<file path="src/rtl/tmr8_pkg.sv">
package tmr8_pkg;

    typedef enum logic [1:0] {
        OC_OFF    = 2'b00,
        OC_TOGGLE = 2'b01,
        OC_LOW    = 2'b10,
        OC_HIGH   = 2'b11
    } oc_mode_e;

    typedef enum logic [1:0] {
        RUN_FREE,
        RUN_CLEAR,
        RUN_UPDN,
        RUN_WRAP
    } run_mode_e;

    typedef enum logic {
        DIR_UP   = 1'b0,
        DIR_DOWN = 1'b1
    } dir_e;

    typedef struct packed {
        logic [2:0] clk_sel;
        oc_mode_e   oc_mode;
        logic       clr_wrap;
        logic       pwm_en;
    } ctrl_t;

    localparam logic [1:0] ADDR_CTRL = 2'd0;
    localparam logic [1:0] ADDR_CNT  = 2'd1;
    localparam logic [1:0] ADDR_CMP  = 2'd2;

    localparam int DIV_LOG2_MAX = 10;

    function automatic run_mode_e decode_mode(input ctrl_t c);
        if (!c.pwm_en) return c.clr_wrap ? RUN_CLEAR : RUN_FREE;
        return c.clr_wrap ? RUN_WRAP : RUN_UPDN;
    endfunction

endpackage

</file>
<file path="src/rtl/tmr8_prescale.sv">
module tmr8_prescale
    import tmr8_pkg::*;
#(
    parameter int PRESC_W = DIV_LOG2_MAX
) (
    input  logic       clk,
    input  logic       rst_n,
    input  logic [2:0] clk_sel,
    output logic       tick
);
    localparam logic [PRESC_W-1:0] ONE = PRESC_W'(1);

    logic [PRESC_W-1:0] pcnt_q;
    logic [PRESC_W-1:0] mask;
    logic               run;
    int unsigned        shamt;

    always_ff @(posedge clk or negedge rst_n) begin
        if (!rst_n) pcnt_q <= '0;
        else        pcnt_q <= pcnt_q + ONE;
    end

    always_comb begin
        run   = 1'b1;
        shamt = 0;
        unique case (clk_sel)
            3'd1:    shamt = 0;
            3'd2:    shamt = 3;
            3'd3:    shamt = 6;
            3'd4:    shamt = 8;
            3'd5:    shamt = 10;
            default: run = 1'b0;
        endcase
        mask = (ONE << shamt) - ONE;
        tick = run && ((pcnt_q & mask) == mask);
    end

    a_r3_stopped: assert property (@(posedge clk) disable iff (!rst_n)
        (clk_sel == 3'd0 || clk_sel > 3'd5) |-> !tick);
    a_r3_every_clock: assert property (@(posedge clk) disable iff (!rst_n)
        (clk_sel == 3'd1) |-> tick);
    a_r3_div8_gap: assert property (@(posedge clk) disable iff (!rst_n)
        (clk_sel == 3'd2 && tick) |=> (clk_sel != 3'd2 || !tick));

endmodule

</file>
<file path="src/rtl/tmr8_counter.sv">
module tmr8_counter
    import tmr8_pkg::*;
#(
    parameter int CNT_W = 8
) (
    input  logic             clk,
    input  logic             rst_n,
    input  logic             tick,
    input  run_mode_e        run_mode,
    input  logic             load,
    input  logic [CNT_W-1:0] load_val,
    input  logic [CNT_W-1:0] cmp_val,
    output logic [CNT_W-1:0] cnt,
    output dir_e             dir,
    output logic             match,
    output logic             top_evt
);
    localparam logic [CNT_W-1:0] TOP  = {CNT_W{1'b1}};
    localparam logic [CNT_W-1:0] ONE  = CNT_W'(1);
    localparam logic [CNT_W-1:0] ZERO = '0;

    dir_e             dir_q, dir_d;
    logic [CNT_W-1:0] cnt_q, cnt_d;
    logic             blk_q;

    assign match   = tick && !load && !blk_q && (cnt_q == cmp_val);
    assign top_evt = tick && !load && (cnt_q == TOP) && dir_q == DIR_UP &&
                     (run_mode == RUN_UPDN || run_mode == RUN_WRAP);
    assign cnt     = cnt_q;
    assign dir     = dir_q;

    always_ff @(posedge clk or negedge rst_n) begin
        if (!rst_n) begin
            dir_q <= DIR_UP;
            cnt_q <= '0;
            blk_q <= 1'b0;
        end else begin
            dir_q <= dir_d;
            cnt_q <= cnt_d;
            blk_q <= load;
        end
    end

    always_comb begin
        dir_d = dir_q;
        cnt_d = cnt_q;
        if (load) begin
            cnt_d = load_val;
        end else begin
            unique case (run_mode)
                RUN_FREE: begin
                    dir_d = DIR_UP;
                    if (tick) cnt_d = cnt_q + ONE;
                end
                RUN_CLEAR: begin
                    dir_d = DIR_UP;
                    if (tick) cnt_d = match ? ZERO : cnt_q + ONE;
                end
                RUN_UPDN: begin
                    if (tick) begin
                        unique case (dir_q)
                            DIR_UP: begin
                                if (cnt_q == TOP) begin
                                    cnt_d = TOP - ONE;
                                    dir_d = DIR_DOWN;
                                end else begin
                                    cnt_d = cnt_q + ONE;
                                end
                            end
                            DIR_DOWN: begin
                                if (cnt_q == ZERO) begin
                                    cnt_d = ONE;
                                    dir_d = DIR_UP;
                                end else begin
                                    cnt_d = cnt_q - ONE;
                                end
                            end
                        endcase
                    end
                end
                RUN_WRAP: begin
                    dir_d = DIR_UP;
                    if (tick) cnt_d = cnt_q + ONE;
                end
            endcase
        end
    end

    a_r12_load_lands: assert property (@(posedge clk) disable iff (!rst_n)
        load |=> cnt_q == $past(load_val));
    a_r3_hold_idle: assert property (@(posedge clk) disable iff (!rst_n)
        (!tick && !load) |=> $stable(cnt_q));
    a_r5_clear_zero: assert property (@(posedge clk) disable iff (!rst_n)
        (run_mode == RUN_CLEAR && tick && !load && !blk_q && cnt_q == cmp_val) |=> cnt_q == ZERO);
    a_r12_blocked_step: assert property (@(posedge clk) disable iff (!rst_n)
        (blk_q && tick && !load && run_mode == RUN_CLEAR) |=> cnt_q == $past(cnt_q) + ONE);
    a_r8_turn_top: assert property (@(posedge clk) disable iff (!rst_n)
        (run_mode == RUN_UPDN && dir_q == DIR_UP && tick && !load && cnt_q == TOP)
        |=> (dir_q == DIR_DOWN && cnt_q == TOP - ONE));
    a_r8_turn_bottom: assert property (@(posedge clk) disable iff (!rst_n)
        (run_mode == RUN_UPDN && dir_q == DIR_DOWN && tick && !load && cnt_q == ZERO)
        |=> (dir_q == DIR_UP && cnt_q == ONE));

endmodule

</file>
<file path="src/rtl/tmr8_ocpin.sv">
module tmr8_ocpin
    import tmr8_pkg::*;
(
    input  logic      clk,
    input  logic      rst_n,
    input  run_mode_e run_mode,
    input  oc_mode_e  oc_mode,
    input  dir_e      dir,
    input  logic      match,
    input  logic      top_evt,
    input  logic      pin_dir,
    input  logic      port_in,
    output logic      pin_out
);
    logic oc_q, oc_d;

    always_ff @(posedge clk or negedge rst_n) begin
        if (!rst_n) oc_q <= 1'b0;
        else        oc_q <= oc_d;
    end

    always_comb begin
        oc_d = oc_q;
        unique case (run_mode)
            RUN_FREE, RUN_CLEAR: begin
                if (match) begin
                    unique case (oc_mode)
                        OC_OFF:    oc_d = oc_q;
                        OC_TOGGLE: oc_d = !oc_q;
                        OC_LOW:    oc_d = 1'b0;
                        OC_HIGH:   oc_d = 1'b1;
                    endcase
                end
            end
            RUN_UPDN: begin
                if (match) begin
                    unique case (oc_mode)
                        OC_LOW:  oc_d = (dir == DIR_DOWN);
                        OC_HIGH: oc_d = (dir == DIR_UP);
                        default: oc_d = oc_q;
                    endcase
                end
            end
            RUN_WRAP: begin
                if (match) begin
                    if (oc_mode == OC_LOW)  oc_d = 1'b0;
                    if (oc_mode == OC_HIGH) oc_d = 1'b1;
                end else if (top_evt) begin
                    if (oc_mode == OC_LOW)  oc_d = 1'b1;
                    if (oc_mode == OC_HIGH) oc_d = 1'b0;
                end
            end
        endcase
    end

    assign pin_out = (pin_dir && oc_mode != OC_OFF) ? oc_q : port_in;

    a_r7_released: assert property (@(posedge clk) disable iff (!rst_n)
        !pin_dir |-> pin_out == port_in);
    a_r6_toggle: assert property (@(posedge clk) disable iff (!rst_n)
        ((run_mode == RUN_FREE || run_mode == RUN_CLEAR) && match && oc_mode == OC_TOGGLE)
        |=> oc_q != $past(oc_q));
    a_r6_set: assert property (@(posedge clk) disable iff (!rst_n)
        ((run_mode == RUN_FREE || run_mode == RUN_CLEAR) && match && oc_mode == OC_HIGH) |=> oc_q);
    a_r9_up_clear: assert property (@(posedge clk) disable iff (!rst_n)
        (run_mode == RUN_UPDN && match && oc_mode == OC_LOW && dir == DIR_UP) |=> !oc_q);
    a_r10_wrap_set: assert property (@(posedge clk) disable iff (!rst_n)
        (run_mode == RUN_WRAP && top_evt && !match && oc_mode == OC_LOW) |=> oc_q);

endmodule

</file>
<file path="src/rtl/tmr8_cmp_pwm.sv">
module tmr8_cmp_pwm
    import tmr8_pkg::*;
#(
    parameter int CNT_W   = 8,
    parameter int PRESC_W = DIV_LOG2_MAX
) (
    input  logic             clk,
    input  logic             rst_n,
    input  logic             wr_en,
    input  logic [1:0]       wr_addr,
    input  logic [CNT_W-1:0] wr_data,
    input  logic [1:0]       rd_addr,
    output logic [CNT_W-1:0] rd_data,
    input  logic             pin_dir,
    input  logic             port_in,
    output logic             pin_out
);
    localparam int CTRL_W = $bits(ctrl_t);

    ctrl_t            ctrl_q;
    logic [CNT_W-1:0] cmp_buf_q, cmp_act_q;
    logic             wr_ctrl, wr_cnt, wr_cmp;
    run_mode_e        run_mode;
    logic             tick, match, top_evt;
    logic [CNT_W-1:0] cnt;
    dir_e             dir;

    assign wr_ctrl  = wr_en && wr_addr == ADDR_CTRL;
    assign wr_cnt   = wr_en && wr_addr == ADDR_CNT;
    assign wr_cmp   = wr_en && wr_addr == ADDR_CMP;
    assign run_mode = decode_mode(ctrl_q);

    always_ff @(posedge clk or negedge rst_n) begin
        if (!rst_n) begin
            ctrl_q    <= '0;
            cmp_buf_q <= '0;
            cmp_act_q <= '0;
        end else begin
            if (wr_ctrl) ctrl_q <= ctrl_t'(wr_data[CTRL_W-1:0]);
            if (wr_cmp) cmp_buf_q <= wr_data;
            if (wr_cmp && !ctrl_q.pwm_en) cmp_act_q <= wr_data;
            else if (top_evt)             cmp_act_q <= cmp_buf_q;
        end
    end

    always_comb begin
        unique case (rd_addr)
            ADDR_CTRL: rd_data = {{(CNT_W-CTRL_W){1'b0}}, ctrl_q};
            ADDR_CNT:  rd_data = cnt;
            ADDR_CMP:  rd_data = cmp_buf_q;
            default:   rd_data = '0;
        endcase
    end

    tmr8_prescale #(.PRESC_W(PRESC_W)) i_presc (
        .clk     (clk),
        .rst_n   (rst_n),
        .clk_sel (ctrl_q.clk_sel),
        .tick    (tick)
    );

    tmr8_counter #(.CNT_W(CNT_W)) i_cnt (
        .clk      (clk),
        .rst_n    (rst_n),
        .tick     (tick),
        .run_mode (run_mode),
        .load     (wr_cnt),
        .load_val (wr_data),
        .cmp_val  (cmp_act_q),
        .cnt      (cnt),
        .dir      (dir),
        .match    (match),
        .top_evt  (top_evt)
    );

    tmr8_ocpin i_pin (
        .clk      (clk),
        .rst_n    (rst_n),
        .run_mode (run_mode),
        .oc_mode  (ctrl_q.oc_mode),
        .dir      (dir),
        .match    (match),
        .top_evt  (top_evt),
        .pin_dir  (pin_dir),
        .port_in  (port_in),
        .pin_out  (pin_out)
    );

    a_r11_frozen: assert property (@(posedge clk) disable iff (!rst_n)
        (ctrl_q.pwm_en && !top_evt) |=> $stable(cmp_act_q));
    a_r11_direct: assert property (@(posedge clk) disable iff (!rst_n)
        (wr_cmp && !ctrl_q.pwm_en) |=> cmp_act_q == $past(wr_data));
    a_r2_spare_addr: assert property (@(posedge clk) disable iff (!rst_n)
        (wr_en && wr_addr == 2'd3) |=> ($stable(ctrl_q) && $stable(cmp_buf_q)));

endmodule

</file>
<file path="config.mk">
export PLATFORM = sky130hd
export DESIGN_NAME = tmr8_cmp_pwm
export DESIGN_NICKNAME = d
export VERILOG_FILES = /design/src/rtl/tmr8_pkg.sv /design/src/rtl/tmr8_prescale.sv /design/src/rtl/tmr8_counter.sv /design/src/rtl/tmr8_ocpin.sv /design/src/rtl/tmr8_cmp_pwm.sv
export SDC_FILE = /design/constraint.sdc
export NUM_CORES = 1
export LEC_CHECK = 0
export BUFFER_PORTS_ARGS = -buffer_cell sky130_fd_sc_hd__buf_4
export CAP_MARGIN = 20
export CORE_ASPECT_RATIO = 1.4
export CORE_MARGIN = 8
export CORE_UTILIZATION = 45
export DETAILED_ROUTE_END_ITERATION = 8
export PLACE_DENSITY = 0.68
export SLEW_MARGIN = 20
export SYNTH_ARGS = -nofsm -noshare
export SYNTH_HDL_FRONTEND = slang
export SYNTH_HIERARCHICAL = 1
export SYNTH_SLANG_ARGS = --single-unit
</file>
<file path="constraint.sdc">
create_clock -name clk -period 3.79 [get_ports clk]
set_input_delay 0.758 -clock clk [delete_from_list [all_inputs] [get_ports clk]]
set_output_delay 0.758 -clock clk [all_outputs]
set_load 0.01 [all_outputs]
</file>
==> results of run 1 <==
==> power groups by stage <==
| stage | Combinational, W | Clock, W | Sequential [W] |
|---|---|---|---|
| floorplan | 0.000757 | 0 | 0.000656 |
| global placement | 0.000840 | 0 | 0.000789 |
| detailed placement | 0.000850 | 0 | 0.000794 |
| CTS | 0.000855 | 0.000368 | 0.000784 |
| global route | 0.000944 | 0.000382 | 0.000812 |
| finish | 0.000864 | 0.000361 | 0.000788 |
==> path summary, 6_finish.rpt <==
path	startpoint	endpoint	slack [ns]	cells after the start
min	rst_n	cmp_buf_q[6]$_DFFE_PN0P_	0.44	1
min in group clk	i_presc/pcnt_q[9]$_DFF_PN0_	i_presc/pcnt_q[9]$_DFF_PN0_	0.48	1
max	ctrl_q[5]$_DFFE_PN0P_	i_pin/oc_q$_DFFE_PN0P_	0.41	13
max in group asynchronous	rst_n	i_cnt/cnt[0]$_DFFE_PN0P_	2.96	1
max reg2reg	ctrl_q[5]$_DFFE_PN0P_	i_pin/oc_q$_DFFE_PN0P_	0.41	13
min reg2reg	i_presc/pcnt_q[9]$_DFF_PN0_	i_presc/pcnt_q[9]$_DFF_PN0_	0.48	1
==> stage by stage <==
stage / worst slack [ns] / util (%) / total power [W] / cell area, um2 / cells
after floorplan: 0.885 / - / 0.00141 / 3210 / 322
final: 0.412 / 51.2 / 0.00201 / 3550 / 433
after global placement: 0.688 / 49.6 / 0.00163 / 3440 / 425
after CTS: 0.498 / 51.2 / 0.00201 / 3550 / 433
after detailed placement: 0.517 / 49.6 / 0.00164 / 3440 / 425
after global routing: 0.166 / 51.2 / 0.00214 / 3550 / 433
==> per-layer routing <==
metal | wire length (um) | vias to the layer above | track usage (%)
met1 | 3390 | 1275 | 19.6
met2 | 4280 | 76 | 29.0
li1 | - | 1232 | -
met4 | 272 | 0 | 8.53
met5 | 0 | - | 0
met3 | 285 | 20 | 1.85
==> flip-flops by register name, indices dropped and copies added, names as in the netlist <==
signal / count
i_presc/pcnt_q: 10
cmp_act_q: 8
cmp_buf_q: 8
i_cnt/cnt: 8
ctrl_q: 7
i_cnt/blk_q: 1
i_cnt/dir: 1
i_pin/oc_q: 1
==> cell usage in the layout, fill, tap and decap left out, drive strengths merged, types with 10 or more instances in the layout <==
cell type  instances
nor2              10
inv               14
a31oi             10
xor2              13
xnor2             11
nand2             16
a21oi             13
ha                10
o21ai             11
dfrtp             44
mux2              33
buf               26
==> critical path, cell delays in order, from the launching register on <==
cell and delay, ns:
dfrtp_1 0.48, inv_1 0.08, ha_1 0.25, nor4b_2 0.28
a21oi_1 0.13, o21bai_1 0.13, o2111a_1 0.27, nand2b_1 0.11
nor3_1 0.37, nand3_1 0.23, inv_1 0.21, and4b_1 0.21
or3_1 0.33, a22o_1 0.18
==> cells by family (layout without fill, tap and decap cells) <==
| family | count (synthesis) | count (layout) | synth area share (%) |
|---|---|---|---|
| mux | 40 | 40 | 14.7 |
| fa+ha+maj | 10 | 10 | 3.90 |
| flops | 44 | 44 | 34.3 |
| xor+xnor | 24 | 24 | 6.55 |
| simple gates | 91 | 91 | 17.8 |
| compound gates | 81 | 81 | 18.4 |
| buf+inv | 32 | 48 | 4.33 |
==> cell type report <==
cell class / instances / share of cell area, %
inverters: 14 / 1.48
repair buffers: 26 / 5.49
flip-flops and latches: 44 / 31.0
well taps: 95 / 3.35
multi-input cells: 246 / 55.6
clock buffers: 5 / 1.94
clock inverters: 3 / 1.20
==> impl_metrics.yaml, run 1 <==
timing:
  maxSlewViolCount: 0
  maxSlewHeadroom_pct: 48.3
  hold_ws_ns: 0.444
  fmax_ghz: 0.296
  worst_pin_slew_ns: 0.767
  setup_viol: 0
  finalSetupTns_ns: 0
  fin_skew_ns: 0.00795
  hold_viol: 0
  fin_crit_ns: 3.38
  period_share_pct: 89.1
  rsz0062_at_grt: "false"
clocking:
  cts.sinks: 44
  clk_latency_ns: 0.30
  cts-resized-gates: 0
  h-tree-depth: 2
  cts_buffers: 5
  cts_max_path_buffers: 2
  cts_root_buf: "clkbuf_8"
  tritoncts: "done"
  clkSlewWorstSetupHoldPaths_ns: 0.08
  hold_buffers: 0
  postCtsSetupRepairBufs: 0
synthesis:
  yosys-top-cells-count: "dfrtp_1, mux2_2, nand2_1"
  yosys.area.top_type_share_pct: 34.3
  yosys.cell_types.count: 68
  ys_warn_count: 6
  synth-seq-cells: 44
  yosys-top-cells-area: "dfrtp_1, mux2_2, ha_1, mux2_4, xor2_1"
  synth_seq_area_share_pct: 34.3
  synth_edf_count: 0
  syn_area_um2: 3210
  synth-async-reset-ratio_pct: 100
  yosysMostFrequentCell: "dfrtp_1"
  synthCells: 322
  synth_nets: 349
  synth_flop_cell: "dfrtp_1"
  avgSynthCellArea_um2: 9.96
  yosysTopAreaCell: "dfrtp_1"
detailed_routing:
  vias: 2603
  ant_nets: 0
  avgViaCountPerCell: 6.01
  routed_wl_um: 8230
  drt_pass1_iterations: 7
  drcViolationCount: 0
  post_drt_wl_per_cell_um: 19.0
  drtIter0Drc: 147
critical_path:
  worstPathArrival_ns: 3.56
  end_kind: "flop"
  cp-start-kind: "flop"
  critPathKind: "reg2reg"
  crit_fanout: 9
  required_ns: 3.98
grt:
  antenna_found_initial: 0
  grt_max_degree: 45
  gr-total-overflow: 0
  grt_pass1_wl_um: 13300
  grtUsageTotal_pct: 16.7
  grt_pass1_vias: 2563
die:
  dieArea_um2: 10100
  rows: 36
  initial_core_util_pct: 46.2
  die_w_um: 87.4
  coreArea_um2: 6940
  pin_count: 26
  chipHeight_um: 116
finish:
  drive_gt1_share_pct: 24.3
  regArea_um2: 1100
  multiInputGateArea_um2: 1970
  fillers: 695
  syn2layout_area_growth_pct: 10.8
  insertedDiodeCount: 0
  nNetsFinal: 364
power_and_ir_drop:
  p_sw_w: 0.000834
  ir_drop_mv: 0.238
  seq_power_share_pct: 39.2
  swShare_pct: 41.4
  intPower_w: 0.00118
  power.leakage_nw: 1.47
  power_density_nw_per_um2: 566
  pwr-share-comb_pct: 42.9
  pwr-share-clk_pct: 17.9
placement:
  dp_hpwl_um: 6130
  io_buffers: 25
  gp_congestion: 0.978
worst_hold_path:
  holdCritPathClass: "in2async"
job:
  drv_cap: 0
status:
  status: "finished clean"
(Power assumes the default switching activity.)
==> inputs of run 2 (changes only) <==
--- a/config.mk
+++ b/config.mk
@@ -9,9 +9,10 @@
 export CAP_MARGIN = 20
 export CORE_ASPECT_RATIO = 1.4
 export CORE_MARGIN = 8
-export CORE_UTILIZATION = 45
+export CORE_UTILIZATION = 40
 export DETAILED_ROUTE_END_ITERATION = 8
-export PLACE_DENSITY = 0.68
+export PLACE_DENSITY = 0.62
+export REMOVE_ABC_BUFFERS = 1
 export SLEW_MARGIN = 20
 export SYNTH_ARGS = -nofsm -noshare
 export SYNTH_HDL_FRONTEND = slang
==> impl_metrics.yaml, run 2 (synthesized netlist as in run 1, its figures left out) <==
status:
  status: "finished clean"
critical_path:
  crit_buf_inv: 2
  cpMaxStageDelayCell: "dfrtp_1"
  crit_path_max_incr_delay_ns: 0.49
  critPathKind: "reg2reg"
  cp-start-kind: "flop"
  cp_cell_sequence: "inv_1 -> ha_1 -> nor4b_2 -> a21oi_1 -> o21bai_1 -> o2111a_1 -> nand2b_1 -> nor3_1 -> nand3_1 -> inv_1 -> and4b_1 -> or3_1 -> a22o_1"
  path_delay_family: "simple AND/OR/NAND/NOR gates"
  required_ns: 3.99
  end_kind: "flop"
  crit_top_cell: "inv_1"
  worstPathArrival_ns: 3.57
  crit_fanout: 9
power_and_ir_drop:
  ir_drop_mv: 0.206
  pwr-share-clk_pct: 19.5
  power_density_nw_per_um2: 574
  swShare_pct: 40.7
  seq_power_share_pct: 38.6
  pwr-share-comb_pct: 41.9
  power.leakage_nw: 1.48
  p_sw_w: 0.000835
  intPower_w: 0.00122
die:
  rows: 38
  coreArea_um2: 7750
  chipHeight_um: 122
  dieArea_um2: 11200
  initial_core_util_pct: 41.4
  pin_count: 26
  die_w_um: 91.7
finish:
  largest_reg_flops: 10
  instances_no_fill: 438
  nNetsFinal: 364
  final_common_cell: "dfrtp_1"
  fillers: 708
  drive_gt1_share_pct: 24.3
  top_register: "i_presc/pcnt_q"
  syn2layout_area_growth_pct: 11.4
  insertedDiodeCount: 0
  finalInstanceArea_um2: 3570
  final_cell_mix: "dfrtp_1, buf_4, mux2_2"
grt:
  grtUsageMet2_pct: 26.7
  grt-busiest-layer: "met2"
  gr-total-overflow: 0
  antenna_found_initial: 0
  grtUsageTotal_pct: 15.2
  grt_util_met1_pct: 17.9
  grt_pass1_vias: 2579
  grt_max_degree: 45
  grt_pass1_wl_um: 13700
  gr-usage-met3_pct: 1.79
clocking:
  clkSlewWorstSetupHoldPaths_ns: 0.08
  h-tree-depth: 2
  cts.sinks: 44
  hold_buffers: 0
  cts_root_buf: "clkbuf_8"
  cts_buffers: 5
  clk_latency_ns: 0.31
  cts-resized-gates: 0
  postCtsSetupRepairBufs: 0
  cts_max_path_buffers: 2
  tritoncts: "done"
detailed_routing:
  routed_wl_um: 8370
  drtIter0Drc: 105
  post_drt_wl_per_cell_um: 19.1
  drt_pass1_iterations: 4
  drcViolationCount: 0
  vias: 2593
  ant_nets: 0
  avgViaCountPerCell: 5.92
placement:
  placed_area_um2: 3450
  dp_cells: 430
  dp_hpwl_um: 6240
  io_buffers: 25
  gp_congestion: 0.889
timing:
  period_share_pct: 88.9
  fmax_ghz: 0.297
  hold_ws_ns: 0.437
  maxSlewViolCount: 0
  fin_skew_ns: 0.00511
  rsz0062_at_grt: "false"
  maxSlewHeadroom_pct: 48.1
  hold_viol: 0
  worst_pin_slew_ns: 0.770
  setup_viol: 0
  finalSetupTns_ns: 0
  fin_crit_ns: 3.37
worst_hold_path:
  holdCritPathClass: "in2async"
job:
  drv_cap: 0
-- run 2: cell count changes in the layout (fill, tap and decap cells not counted), sizes merged --
cell      previous run  this run
clkbuf               5         7
clkinvlp             1         0
clkinv               1         0
-- run 2: final cells by class --
type	instances	area [um2]	share of cell area, %
clock inverters	1	30.0	0.840
clock buffers	7	96.3	2.70
flip-flops and latches	44	1100	30.8
multi-input cells	246	1970	55.2
well taps	100	125	3.50
repair buffers	26	195	5.46
inverters	14	52.6	1.47
-- run 2: through the flow --
step	setup slack, ns	util [%]	power (W)
after global placement	0.701	44.5	0.00163
after detailed placement	0.500	44.5	0.00165
final	0.419	46.1	0.00205
after floorplan	0.469	-	0.00136
after global routing	0.115	46.1	0.00218
after CTS	0.472	46.1	0.00205
-- run 2: per-layer routing --
metal / vias to the layer above / wire (um)
met5: - / 0
li1: 1230 / -
met2: 60 / 4380
met3: 19 / 220
met1: 1284 / 3510
met4: 0 / 252
-- run 2: final timing paths --
check                                            start                          end  slack (ns)  cells after the start
max reg2reg                      ctrl_q[5]$_DFFE_PN0P_       i_pin/oc_q$_DFFE_PN0P_        0.42                     13
min reg2reg                i_presc/pcnt_q[9]$_DFF_PN0_  i_presc/pcnt_q[9]$_DFF_PN0_        0.48                      1
max in group asynchronous                        rst_n        ctrl_q[3]$_DFFE_PN0P_        2.98                      1
max                              ctrl_q[5]$_DFFE_PN0P_       i_pin/oc_q$_DFFE_PN0P_        0.42                     13
min in group clk           i_presc/pcnt_q[9]$_DFF_PN0_  i_presc/pcnt_q[9]$_DFF_PN0_        0.48                      1
min                                              rst_n  i_presc/pcnt_q[1]$_DFF_PN0_        0.44                      1
-- run 2: power groups by stage --
stage	sequential, W	clock (W)	combinational (W)
2_1_floorplan	0.000722	0	0.000640
3_3_place_gp	0.000791	0	0.000843
3_5_place_dp	0.000798	0	0.000849
4_1_cts	0.000788	0.000408	0.000854
5_1_grt	0.000820	0.000421	0.000940
6_report	0.000791	0.000401	0.000859
-- run 2: worst reg2reg max path: stages, from the launching register on --
cell	delay, ns
dfrtp_1	0.49
inv_1	0.08
ha_1	0.24
nor4b_2	0.30
a21oi_1	0.12
o21bai_1	0.13
o2111a_1	0.27
nand2b_1	0.12
nor3_1	0.36
nand3_1	0.21
inv_1	0.21
and4b_1	0.21
or3_1	0.34
a22o_1	0.18
==> inputs of run 3 (changes only) <==
--- a/config.mk
+++ b/config.mk
@@ -6,12 +6,12 @@
 export NUM_CORES = 1
 export LEC_CHECK = 0
 export BUFFER_PORTS_ARGS = -buffer_cell sky130_fd_sc_hd__buf_4
-export CAP_MARGIN = 20
+export CAP_MARGIN = 0
 export CORE_ASPECT_RATIO = 1.4
 export CORE_MARGIN = 8
-export CORE_UTILIZATION = 40
+export CORE_UTILIZATION = 60
 export DETAILED_ROUTE_END_ITERATION = 8
-export PLACE_DENSITY = 0.62
+export PLACE_DENSITY = 0.85
 export REMOVE_ABC_BUFFERS = 1
 export SLEW_MARGIN = 20
 export SYNTH_ARGS = -nofsm -noshare
==> impl_metrics.yaml, run 3 (synthesized netlist as in run 1, its figures left out) <==
placement:
  dp_hpwl_um: 6120
  gp_congestion: 0.974
  pre_cts_ws_ns: 0.494
  io_buffers: 25
clocking:
  cts_max_path_buffers: 2
  hold_buffers: 0
  h-tree-depth: 2
  clk_latency_ns: 0.31
  tritoncts: "done"
  cts-resized-gates: 0
  postCtsSetupRepairBufs: 0
  clkSlewWorstSetupHoldPaths_ns: 0.09
  cts_buffers: 5
  cts.sinks: 44
  cts_root_buf: "clkbuf_8"
die:
  rows: 31
  chipHeight_um: 103
  dieArea_um2: 7980
  initial_core_util_pct: 62.2
  die_w_um: 77.8
  pin_count: 26
  coreArea_um2: 5160
detailed_routing:
  avgViaCountPerCell: 6.89
  post_drt_wl_per_cell_um: 21.0
  drcViolationCount: 0
  ant_nets: 0
  routed_wl_um: 8480
  vias: 2784
  drt_pass1_iterations: 5
  drtIter0Drc: 336
timing:
  finalSetupTns_ns: 0
  maxSlewViolCount: 0
  period_share_pct: 89.2
  setup_slack_ns: 0.411
  worst_pin_slew_ns: 0.776
  fin_crit_ns: 3.38
  fmax_ghz: 0.296
  fin_skew_ns: 0.0133
  hold_viol: 0
  rsz0062_at_grt: "false"
  setup_viol: 0
  maxSlewHeadroom_pct: 48.2
critical_path:
  worstRegToRegCells: 13
  cp_cell_sequence: "inv_1 -> ha_1 -> nor4b_2 -> a221oi_1 -> o21ai_1 -> o2111a_1 -> nand2b_1 -> nor3_1 -> nand3_1 -> inv_1 -> and4b_1 -> or3_1 -> a22o_1"
  crit_buf_inv: 2
  crit_end: "i_pin/oc_q$_DFFE_PN0P_"
  cp-startpoint: "ctrl_q[5]$_DFFE_PN0P_"
  path_delay_family: "simple AND/OR/NAND/NOR gates"
  crit_fanout: 9
  cp-start-kind: "flop"
  required_ns: 4.00
  crit_path_max_incr_delay_ns: 0.49
  crit_top_cell: "inv_1"
  critPathKind: "reg2reg"
  cp.depth: 13
  worstPathArrival_ns: 3.59
  r2r-end: "i_pin/oc_q$_DFFE_PN0P_"
  timing.rr.start: "ctrl_q[5]$_DFFE_PN0P_"
  cpMaxStageDelayCell: "dfrtp_1"
  r2r_slack_ns: 0.41
  end_kind: "flop"
finish:
  fillers: 399
  multiInputGateArea_um2: 1970
  largest_reg_flops: 10
  final_common_cell: "dfrtp_1"
  regArea_um2: 1100
  top_register: "i_presc/pcnt_q"
  syn2layout_area_growth_pct: 10.2
  drive_gt1_share_pct: 24.0
  insertedDiodeCount: 0
  final_cell_mix: "dfrtp_1, buf_4, mux2_2"
  nNetsFinal: 365
grt:
  grt_pass1_vias: 2776
  grt_max_degree: 45
  grtUsageTotal_pct: 21.6
  grt_pass1_wl_um: 13900
  antenna_found_initial: 0
  gr-total-overflow: 0
status:
  status: "finished clean"
job:
  drv_cap: 0
power_and_ir_drop:
  ir_drop_mv: 0.367
  power.leakage_nw: 1.49
  power_density_nw_per_um2: 597
worst_hold_path:
  holdCritPathClass: "in2async"
## run 3: cell types whose count changed in the layout (fill, tap and decap cells not counted)
cell       previous run  this run
nor4_1                1         2
nor4_2                1         0
bufinv_16             1         2
buf_4                26        27
clkbuf_8              7         5
## run 3: power by group
| group | leakage, nW | internal [W] | total (W) | switching [W] |
|---|---|---|---|---|
| Sequential | 0.530 | 0.000563 | 0.000787 | 0.000224 |
| Combinational | 0.892 | 0.000426 | 0.000897 | 0.000470 |
| Clock | 0.0642 | 0.000259 | 0.000427 | 0.000167 |
## run 3: worst min-delay path by stage
stage	from	end	slack, ns	depth (start not counted)
detailed placement	i_presc/pcnt_q[9]$_DFF_PN0_	i_presc/pcnt_q[9]$_DFF_PN0_	0.48	1
finish	rst_n	i_cnt/cnt[5]$_DFFE_PN0P_	0.43	1
global route	rst_n	i_cnt/cnt[5]$_DFFE_PN0P_	0.49	1
floorplan	i_presc/pcnt_q[9]$_DFF_PN0_	i_presc/pcnt_q[9]$_DFF_PN0_	0.45	1
global placement	i_presc/pcnt_q[9]$_DFF_PN0_	i_presc/pcnt_q[9]$_DFF_PN0_	0.46	1
CTS	rst_n	i_cnt/cnt[0]$_DFFE_PN0P_	0.46	1
## run 3: worst register-to-register path: cells and delay by family, from the launching register on
kind                       cells  cell delay [ns]
DFF                            1             0.49
AOI/OAI and AO/OA              4             0.74
and+or+nand+nor                6             1.52
adders and majority gates      1             0.24
buffers and inverters          2             0.30
## run 3: through the flow
step           std cells  cell area (um2)  utilization (%)  hold WS (ns)  total power [W]
2_1_floorplan        304             3120                -         0.446          0.00136
3_3_place_gp         397             3410             66.0         0.460          0.00162
3_5_place_dp         397             3410             66.0         0.480          0.00165
4_1_cts              404             3540             68.5         0.457          0.00208
5_1_grt              404             3540             68.5         0.486          0.00222
6_report             404             3540             68.5         0.434          0.00211
## run 3: layout make-up
cell class	instances	share of cell area, %
clock buffer	5	1.95
clock inverter	2	1.70
inverter	14	1.49
multi-input combinational	246	55.7
sequential	44	31.1
tap	66	2.34
timing repair buffer	27	5.73
## run 3: routing by layer
| layer | GRT usage [%] | share of wire (%) | up-vias |
|---|---|---|---|
| met5 | 0 | 0 | - |
| met4 | 10.2 | 3.6 | 0 |
| met3 | 2.18 | 5.3 | 29 |
| met2 | 39.4 | 52 | 153 |
| met1 | 24.8 | 39 | 1357 |
| li1 | - | - | 1245 |
